<file path="src/rtl/blt_seq_pkg.sv">
package blt_seq_pkg;

    localparam logic [2:0] SLOT_NONE = 3'd0;
    localparam logic [2:0] SLOT_A    = 3'd1;
    localparam logic [2:0] SLOT_B    = 3'd2;
    localparam logic [2:0] SLOT_C    = 3'd3;
    localparam logic [2:0] SLOT_D    = 3'd4;
    localparam logic [2:0] SLOT_SKIP = 3'd5;
    localparam logic [2:0] SLOT_HOLD = 3'd6;

    typedef enum logic [1:0] {
        ST_IDLE  = 2'd0,
        ST_WORD  = 2'd1,
        ST_FLUSH = 2'd2,
        ST_DONE  = 2'd3
    } seq_state_t;

endpackage

</file>
<file path="src/rtl/blt_slot_pattern.sv">
module blt_slot_pattern
    import blt_seq_pkg::*;
#(
    parameter int SLOTS = 4
) (
    input  logic [3:0] mask,
    input  logic       fill,
    input  logic       line,
    input  logic       first,
    input  logic [1:0] idx,
    output logic [2:0] code,
    output logic [2:0] len
);
    logic [2:0] seq [SLOTS];
    logic [2:0] tail;
    int         n;

    always_comb begin
        for (int i = 0; i < SLOTS; i++) seq[i] = SLOT_NONE;
        n = 0;
        if (line) begin
            seq[0] = SLOT_C;
            seq[1] = SLOT_SKIP;
            seq[2] = SLOT_D;
            seq[3] = SLOT_SKIP;
            n = 4;
            tail = SLOT_NONE;
        end else begin
            seq[0] = mask[3] ? SLOT_A : SLOT_NONE;
            n = 1;
            if (mask[2]) begin
                seq[n] = SLOT_B;
                n = n + 1;
            end
            if (mask[1]) begin
                seq[n] = SLOT_C;
                n = n + 1;
            end
            if (mask[0])      tail = first ? SLOT_NONE : SLOT_D;
            else if (mask[3]) tail = SLOT_HOLD;
            else              tail = SLOT_NONE;
            if (fill && n < 3) begin
                seq[n] = SLOT_SKIP;
                n = n + 1;
            end
            seq[n] = tail;
            n = n + 1;
        end
        len  = 3'(n);
        code = seq[idx];
    end
endmodule

</file>
<file path="src/rtl/blt_word_counter.sv">
module blt_word_counter #(
    parameter int W = 8
) (
    input  logic         clk,
    input  logic         rst_n,
    input  logic         load,
    input  logic [W-1:0] load_val,
    input  logic         dec,
    output logic         last
);
    logic [W-1:0] cnt;

    always_ff @(posedge clk or negedge rst_n) begin
        if (!rst_n)       cnt <= '0;
        else if (load)    cnt <= (load_val == '0) ? W'(1) : load_val;
        else if (dec)     cnt <= cnt - W'(1);
    end

    assign last = (cnt == W'(1));

    p_load_nonzero_r9: assert property (@(posedge clk) disable iff (!rst_n)
        load |=> (cnt != '0));
endmodule

</file>
<file path="src/rtl/blt_slot_seq.sv">
module blt_slot_seq
    import blt_seq_pkg::*;
#(
    parameter int WCW = 8
) (
    input  logic           clk,
    input  logic           rst_n,
    input  logic           start,
    input  logic [3:0]     chan_mask,
    input  logic           fill_mode,
    input  logic           line_mode,
    input  logic [WCW-1:0] word_count,
    input  logic           bus_free,
    output logic [2:0]     slot_code,
    output logic           slot_adv,
    output logic           bus_claim,
    output logic           busy,
    output logic           done
);
    localparam int FLUSH_SLOTS = 2;

    seq_state_t state, state_nx;
    logic [3:0] mask_q;
    logic       fill_q, line_q, first_q;
    logic [1:0] idx_q;
    logic [2:0] pat_code, pat_len, cur_code;
    logic       adv, word_end, last_word, need_flush;

    blt_slot_pattern #(.SLOTS(4)) u_pattern (
        .mask  (mask_q),
        .fill  (fill_q),
        .line  (line_q),
        .first (first_q),
        .idx   (idx_q),
        .code  (pat_code),
        .len   (pat_len)
    );

    blt_word_counter #(.W(WCW)) u_words (
        .clk      (clk),
        .rst_n    (rst_n),
        .load     (state == ST_IDLE && start),
        .load_val (word_count),
        .dec      (state == ST_WORD && word_end && !last_word),
        .last     (last_word)
    );

    assign need_flush = !line_q && mask_q[0];

    always_comb begin
        unique case (state)
            ST_WORD:  cur_code = pat_code;
            ST_FLUSH: cur_code = (idx_q == 2'd0) ? SLOT_NONE : SLOT_D;
            default:  cur_code = SLOT_NONE;
        endcase
        adv = (state == ST_WORD || state == ST_FLUSH)
              && (cur_code == SLOT_SKIP || bus_free);
        word_end = adv && ({1'b0, idx_q} == pat_len - 3'd1);
    end

    always_comb begin
        state_nx = state;
        unique case (state)
            ST_IDLE:  if (start) state_nx = ST_WORD;
            ST_WORD:  if (word_end && last_word)
                          state_nx = need_flush ? ST_FLUSH : ST_DONE;
            ST_FLUSH: if (adv && idx_q == 2'(FLUSH_SLOTS - 1)) state_nx = ST_DONE;
            ST_DONE:  state_nx = ST_IDLE;
        endcase
    end

    always_ff @(posedge clk or negedge rst_n) begin
        if (!rst_n) begin
            state   <= ST_IDLE;
            mask_q  <= '0;
            fill_q  <= 1'b0;
            line_q  <= 1'b0;
            first_q <= 1'b0;
            idx_q   <= '0;
        end else begin
            state <= state_nx;
            if (state == ST_IDLE && start) begin
                mask_q  <= chan_mask;
                fill_q  <= fill_mode;
                line_q  <= line_mode;
                first_q <= 1'b1;
                idx_q   <= '0;
            end else if (state == ST_WORD && adv) begin
                if (word_end) begin
                    idx_q   <= '0;
                    first_q <= 1'b0;
                end else begin
                    idx_q <= idx_q + 2'd1;
                end
            end else if (state == ST_FLUSH && adv) begin
                idx_q <= idx_q + 2'd1;
            end
        end
    end

    always_comb begin
        slot_adv  = adv;
        slot_code = adv ? cur_code : SLOT_NONE;
        bus_claim = adv && cur_code != SLOT_NONE && cur_code != SLOT_SKIP;
        busy      = (state != ST_IDLE);
        done      = (state == ST_DONE);
    end

    p_claim_needs_bus_r4: assert property (@(posedge clk) disable iff (!rst_n)
        !bus_free |-> !bus_claim);
    p_done_single_r8: assert property (@(posedge clk) disable iff (!rst_n)
        done |=> !done);
    p_skip_only_fill_line_r5: assert property (@(posedge clk) disable iff (!rst_n)
        (slot_adv && slot_code == SLOT_SKIP) |-> (fill_q || line_q));
    p_line_no_hold_r6: assert property (@(posedge clk) disable iff (!rst_n)
        (line_q && slot_adv) |-> (slot_code != SLOT_HOLD));
    p_start_ignored_r10: assert property (@(posedge clk) disable iff (!rst_n)
        (busy && !done) |=> busy);
endmodule

</file>
<file path="config.mk">
export PLATFORM = sky130hd
export DESIGN_NAME = blt_slot_seq
export DESIGN_NICKNAME = d
export VERILOG_FILES = /design/src/rtl/blt_seq_pkg.sv /design/src/rtl/blt_slot_pattern.sv /design/src/rtl/blt_word_counter.sv /design/src/rtl/blt_slot_seq.sv
export SDC_FILE = /design/constraint.sdc
export NUM_CORES = 1
export LEC_CHECK = 0
export ABC_AREA = 1
export BUFFER_PORTS_ARGS = -buffer_cell sky130_fd_sc_hd__buf_2
export CAP_MARGIN = 40
export CORE_ASPECT_RATIO = 0.8
export CORE_MARGIN = 8
export CORE_UTILIZATION = 25
export DETAILED_ROUTE_END_ITERATION = 6
export PLACE_DENSITY = 0.46
export SKIP_CTS_REPAIR_TIMING = 1
export SYNTH_ARGS = -nofsm -noshare
export SYNTH_HDL_FRONTEND = slang
export SYNTH_SLANG_ARGS = --single-unit
export TNS_END_PERCENT = 5
</file>
<file path="constraint.sdc">
create_clock -name clk -period 9.3 [get_ports clk]
set_input_delay 2.325 -clock clk [delete_from_list [all_inputs] [get_ports clk]]
set_output_delay 2.325 -clock clk [all_outputs]
set_load 0.02 [all_outputs]
</file>
# Word-level counts from Yosys, hierarchy flattened
# Cells that the tools add are included.
dict set report op_classes {
  add_sub_neg 6
  magnitude_cmp 8
  eq_ne 11
  mux 47
  n_bitwise 10
  n_reduce_logical 31
}
# operator n
set op_table {}
lappend op_table {{$mux 32} 5}
lappend op_table {{$ge 32x3->1 const B} 3}
lappend op_table {{$lt 32x1->1 const B} 3}
lappend op_table {{$not 32->32} 3}
lappend op_table {{$add 32x2->32 const B} 2}
lappend op_table {{$mux 12} 5}
lappend op_table {{$mux 3} 13}
lappend op_table {{$lt 32x3->1 const B} 1}
lappend op_table {{$mux 8} 3}
lappend op_table {{$demux 3 s2} 3}
lappend op_table {{$mux 2} 9}
lappend op_table {{$logic_and 1x1->1} 16}
lappend op_table {{$or 8x8->8} 2}
lappend op_table {{$bwmux 12} 1}
lappend op_table {{$and 4x4->4} 2}
lappend op_table {{$eq 8x1->1 const B} 1}
lappend op_table {{$logic_not 8->1} 1}
lappend op_table {{$not 4->4} 2}
lappend op_table {{$pmux 2 s4} 1}
lappend op_table {{$reduce_bool 2->1} 4}
lappend op_table {{$sub 8x1->8 const B} 1}
lappend op_table {{$bmux 3 s2} 1}
lappend op_table {{$pmux 3 s2} 1}
lappend op_table {{$reduce_bool 3->1} 2}
lappend op_table {{other kinds (18)} 28}
dict set report totals {
  reg_bits 19
}

# Logic depth before layout (Yosys ltp)
dict set report depth {
  word_depth 28
  depth_mapped 22
  depth_no_buf 22
}

# Modules after synthesis
# From an unflattened synthesis, not the netlist that was laid out.
dict set report hier_totals {
  hier_cells 262
  area_unflattened_um2 1784.2
}
# mod instances cells_per_inst area_per_inst_um2
set by_module_without_submodules {}
lappend by_module_without_submodules {blt_slot_seq 1 98 777.0}
lappend by_module_without_submodules {blt_word_counter 1 81 571.8}
lappend by_module_without_submodules {blt_slot_pattern 1 83 435.4}

# Worst setup path after synthesis
# Ideal clock, no wire load.
dict set report synth_timing {
  path_type {in2out}
  startpoint {input port bus_free}
  endpoint {output port slot_code[0]}
  t_arrival_ps 2899
  path_slack_ps 4076
  path_stages 4
  cell_sequence {nand2_1 -> nand2_4 -> inv_1 -> nor2_1}
}
dict set report synth_between {
  elab_chain_len 3
}
# item line
set synth_lines {}
lappend synth_lines {{from (decl)} blt_slot_seq.sv:13} ;# input logic bus_free,
lappend synth_lines {{$logic_or 1x1->1} blt_slot_seq.sv:57} ;# && (cur_code == SLOT_SKIP || bus_free);
lappend synth_lines {{$logic_and 1x1->1} blt_slot_seq.sv:57}
lappend synth_lines {{via slot_adv} blt_slot_seq.sv:15} ;# output logic slot_adv,
lappend synth_lines {{$mux 3} blt_slot_seq.sv:103} ;# slot_code = adv ? cur_code : SLOT_NONE;
lappend synth_lines {{to (decl)} blt_slot_seq.sv:14} ;# output logic [2:0] slot_code,
# The timed path passes the listed nets, and every way through them passes these cells.

# Worst setup path in the final report
dict set report layout_timing {
  startpoint {register mask_q[1]}
  endpoint {output port slot_code[1]}
}
dict set report layout_between {
  elab_chain_len 21
  word_cells_on_any_way 36
  classes_between {add/sub: 1; order compare: 5; eq/ne: 1; mux: 19; bitwise: 5; reduce/logical: 5}
}
# item line
set layout_lines {}
lappend layout_lines {{from (decl)} blt_slot_seq.sv:23} ;# logic [3:0] mask_q;
lappend layout_lines {{from (signal assigned)} blt_slot_seq.sv:83} ;# mask_q <= chan_mask;
lappend layout_lines {{$mux 32} blt_slot_pattern.sv:35} ;# if (mask[1]) begin
lappend layout_lines {{$mux 32} blt_slot_pattern.sv:21} ;# if (line) begin
lappend layout_lines {{$lt 32x3->1 / $not 32->32 (equally long branches)} {blt_slot_pattern.sv:42, blt_slot_pattern.sv:43}}
lappend layout_lines {{$logic_and 1x1->1 (tied with other cells)} blt_slot_pattern.sv:42} ;# if (fill && n < 3) begin
lappend layout_lines {{$mux 32 / $logic_and 1x1->1 (equally long branches)} {blt_slot_pattern.sv:42, blt_slot_pattern.sv:43}}
lappend layout_lines {{$mux 32 / $mux 3 (equally long branches)} {blt_slot_pattern.sv:21, blt_slot_pattern.sv:43}}
lappend layout_lines {{$not 32->32 (implied by the code) / $demux 3 s2 (equally long branches)} {blt_slot_pattern.sv:46, blt_slot_pattern.sv:43}}
lappend layout_lines {{$ge 32x3->1 (implied by the code) (tied with other cells)} blt_slot_pattern.sv:46} ;# seq[n] = tail;
lappend layout_lines {{[4 not listed]} -}
lappend layout_lines {{$mux 12 (*)} blt_slot_pattern.sv:21}
lappend layout_lines {{$bmux 3 s2 (*)} blt_slot_pattern.sv:50} ;# code = seq[idx];
lappend layout_lines {{$mux 3 (implied by the code) (*) (2 in a row)} blt_slot_pattern.sv:50}
lappend layout_lines {{$pmux 3 s2 (*)} blt_slot_seq.sv:51} ;# unique case (state)
lappend layout_lines {{$eq 3x3->1} blt_slot_seq.sv:57}
lappend layout_lines {{$logic_or 1x1->1} blt_slot_seq.sv:57}
lappend layout_lines {{$logic_and 1x1->1} blt_slot_seq.sv:57}
lappend layout_lines {{$mux 3 (*)} blt_slot_seq.sv:103}
# Every way passes the cells marked *; elsewhere a longest branch is shown, timed or not. The select of a mux whose other input is x is not followed.

==> results by group <==
Synthesis
  • Sequential area share after synthesis: a little over a quarter
  • Top cell type's share of synthesized area: a little over a quarter
  • Syn Area/Cell: between 6 and 7 um^2
  • Flops & latches, synth: 19
  • Yosys warnings: 0
  • Top cells by area, synth: dfrtp_1, nand2_1, ha_1, inv_1, nand3_1
  • Post-synth cell types: 30
  • Yosys top cell by area: dfrtp_1
  • Syn Nets: a little under 300
  • Post-Syn Instances: ~260
  • Post-Syn Area: 1765 um^2

Drt
  • Via density: between 4 and 5
  • Initial drt markers: between 80 and 90
  • Remaining DRCs: 0
  • Drt first pass iters: 4
  • Final WL: ~4300 um
  • Via count: between 1.5k and 2k
  • Wire per inst: around 12 um
  • Routed Antenna Nets: 0

Worst hold path
  • Worst Hold Class: reg2reg
  • Hold Startpoint: u_words.cnt[1]$_DFFE_PN0P_

Outcome
  • Status: finished clean

Clocking
  • Htree depth: 1
  • TritonCTS clock tree: built
  • CTS root buf: clkbuf_8
  • CTS Buf Count: 3
  • Clk buf depth: 2
  • Clock slew at reported path FFs: approximately 0.07 ns
  • Clock Sinks: 19
  • Clk Latency, worst-skew pair: 0.26 ns

Finish
  • Util after Layout: 29.43%
  • Final Cell Area: 2018 um^2
  • Multi-input gate area: around 1100 um^2
  • Share of cells above drive strength 1: 16.78%
  • Number of fill cells: between 700 and 800
  • P&R area growth vs syn: 14.32%
  • FF+latch area: 475.5 um^2
  • Nets: 323
  • Ant diodes: 0

STA
  • Period utilization: about 57%
  • Worst-margin pin slew: 0.7615 ns
  • Max Clk Rate: between 150 and 200 MHz
  • Unrepaired setup endpoints after global routing: false
  • Final Skew: roughly 0.0033 ns
  • Setup TNS: 0 ns
  • Slew Limit Fails: 0
  • Final Setup Violations: 0
  • Max_slew headroom: between 40% and 50%
  • Hold WS: just over 0.5 ns
  • Final Hold Viols: 0
  • Minimum clock period: roughly 5.3 ns

Global routing
  • Initial antenna violation count: 0
  • Global route overflow: 0
  • Vias in the first global route: about 1.6k
  • First-pass GRT wire length: about 7300 um
  • GRT Total Usage: under 10%
  • Largest net degree at the start of global routing: 24

Power and ir drop
  • Flop pwr share: 23.2%
  • PwrDens: 346.0 nW/um^2
  • Switching portion of total power: between 50% and 60%
  • Total Power: between 600 and 700 uW
  • Clock power share: approximately 8.5%
  • Switch Pwr: roughly 380 uW
  • Logic pwr share: between 60 and 70%
  • Maximum vdd ir drop: approximately 0.11 mV
  • Internal: between 300 and 400 uW
  • Leak: roughly 1.1 nW

Setup path
  • Type of the worst setup path: reg2out
  • Worst Path Required: about 7 ns
  • Crit path from: mask_q[1]$_DFFE_PN0P_
  • Flop-to-flop setup slack: between 6 and 7 ns
  • Startpoint Class: flop
  • Most Frequent Cell on Critical Path: inv_1
  • Critical-path cell list: inv_1 -> ha_1 -> or2_2 -> nand2_1 -> inv_1 -> ha_1 -> nor2_4 -> nand3_2 -> a21oi_2 -> nand2_2 -> nor2_2 -> nand3_2 -> nand2_4 -> inv_1 -> nor2_1 -> buf_2
  • Crit path DAT: roughly 2.9 ns
  • RR Startpoint: mask_q[1]$_DFFE_PN0P_
  • Critical path endpoint category: output pin
  • Slowest cell on the critical path: dfrtp_1
  • CP Max Fanout: 6
  • CP max stage delay: roughly 0.40 ns

Placement
  • Dpl cell area: between 1500 and 2000 um^2
  • Hpwl dp: 3403 um
  • Gpl congestion: about 0.8
  • IO Port Bufs: 24

Floorplan
  • Die Ht: between 90 and 100 um
  • Row cnt: 27
  • Core area: around 6900 um^2
  • Die X: between 100 and 150 um
  • Top Ports: 25
  • Die area: ~10000 um^2
  • Initial Utilization: roughly 26%

Flow run
  • Max_cap viols: 0
-- cell families (layout without fill, tap and decap cells) --
kind of cell | Yosys count | in the layout | synth area share, %
XOR/XNOR | 1 | 1 | 0.4962
AO/OA/AOI/OAI | 36 | 36 | 10.77
flip-flops | 19 | 19 | 26.93
adder cells (fa/ha/maj) | 18 | 18 | 12.76
AND/OR/NAND/NOR | 144 | 144 | 39.12
buffers and inverters | 44 | 68 | 9.922
-- Yosys cell counts, drive strengths merged --
cell,instances
or2,3
a31oi,2
clkbuf,3
nor3,1
o21ai,19
xor2,1
nand3b,1
nand4,2
buf,1
nand3,26
inv,40
a21oi,13
a211oi,1
ha,18
nor4,2
nor2,21
nand2,88
dfrtp,19
o22ai,1
-- sequential cells by signal, summed over array words and instances (netlist names) --
register     count
u_words.cnt      8
fill_q           1
line_q           1
mask_q           4
state            2
first_q          1
idx_q            2
-- cell type report --
class | instances | area share, %
Multi-Input combinational cell | 199 | 55.24
Sequential cell | 19 | 23.56
Inverter | 40 | 7.564
Timing Repair Buffer | 24 | 5.952
Tap cell | 87 | 5.394
Clock buffer | 3 | 2.046
Clock inverter | 1 | 0.2480
-- per-layer routing --
| metal | global-route usage [%] | share of wire, % | routed length, um | vias up |
|---|---|---|---|---|
| met3 | 2.613 | 6.3 | 270 | 4 |
| met1 | 13.16 | 57 | 2458 | 697 |
| li1 | - | - | - | 876 |
| met2 | 12.06 | 36 | 1548 | 33 |
| met5 | 0 | 0 | 0 | - |
| met4 | 1.684 | 0.65 | 28 | 0 |
-- metrics by stage --
step | std cells | setup WS (ns)
4_1_cts | 373 | 4.015
6_report | 373 | 4.032
3_5_place_dp | 369 | 4.040
3_3_place_gp | 369 | 4.062
2_1_floorplan | 262 | 4.076
5_1_grt | 373 | 3.730
-- power groups by stage --
stage / clock (mW) / sequential, mW / combinational [mW]
after floorplan: 0 / 0.149 / 0.389
final: 0.0591 / 0.162 / 0.477
after global placement: 0 / 0.164 / 0.481
after global routing: 0.0648 / 0.168 / 0.552
after detailed placement: 0 / 0.163 / 0.480
after CTS: 0.0622 / 0.162 / 0.483
-- final timing paths --
kind / end / depth (start not counted)
worst max-delay path: slot_code[1] / 16
worst min-delay path: u_words.cnt[1]$_DFFE_PN0P_ / 2
worst max register to register: u_words.cnt[0]$_DFFE_PN0P_ / 16
worst min register to register: u_words.cnt[1]$_DFFE_PN0P_ / 2
max in group asynchronous: line_q$_DFFE_PN0P_ / 1
min in group asynchronous: u_words.cnt[3]$_DFFE_PN0P_ / 1
-- critical path: cells and delay by family, from the launching register on --
kind	cells	cell delay [ns]
AO/OA/AOI/OAI	1	0.14
adder cells (fa/ha/maj)	2	0.58
buffers and inverters	4	0.42
flip-flops	1	0.40
AND/OR/NAND/NOR	9	1.14
-- cells in the final DEF (no fill, tap or decap) --
master | Yosys | layout
a21oi_2 | 1 | 1
nand2_1 | 84 | 84
o21ai_1 | 2 | 2
inv_1 | 37 | 37
nand2_8 | 2 | 2
nor2_2 | 3 | 3
o22ai_1 | 1 | 1
nand2_4 | 1 | 1
or2_2 | 3 | 3
clkbuf_8 | 0 | 3
nand4_1 | 2 | 2
dfrtp_1 | 19 | 19
nand3_4 | 1 | 1
nor3_1 | 1 | 1
nand2_2 | 1 | 1
nor2_4 | 3 | 3
clkinv_2 | 0 | 1
nand3_2 | 2 | 2
nor2_1 | 15 | 15
nand3_1 | 23 | 23
a21oi_1 | 12 | 12
buf_2 | 0 | 24
o21ai_0 | 17 | 17
ha_1 | 18 | 18
xor2_1 | 1 | 1
nor4_1 | 2 | 2
nand3b_1 | 1 | 1
a211oi_1 | 1 | 1
a31oi_1 | 2 | 2
inv_4 | 1 | 1
inv_2 | 2 | 2
Note: power is estimated with default switching activity, not from simulation.
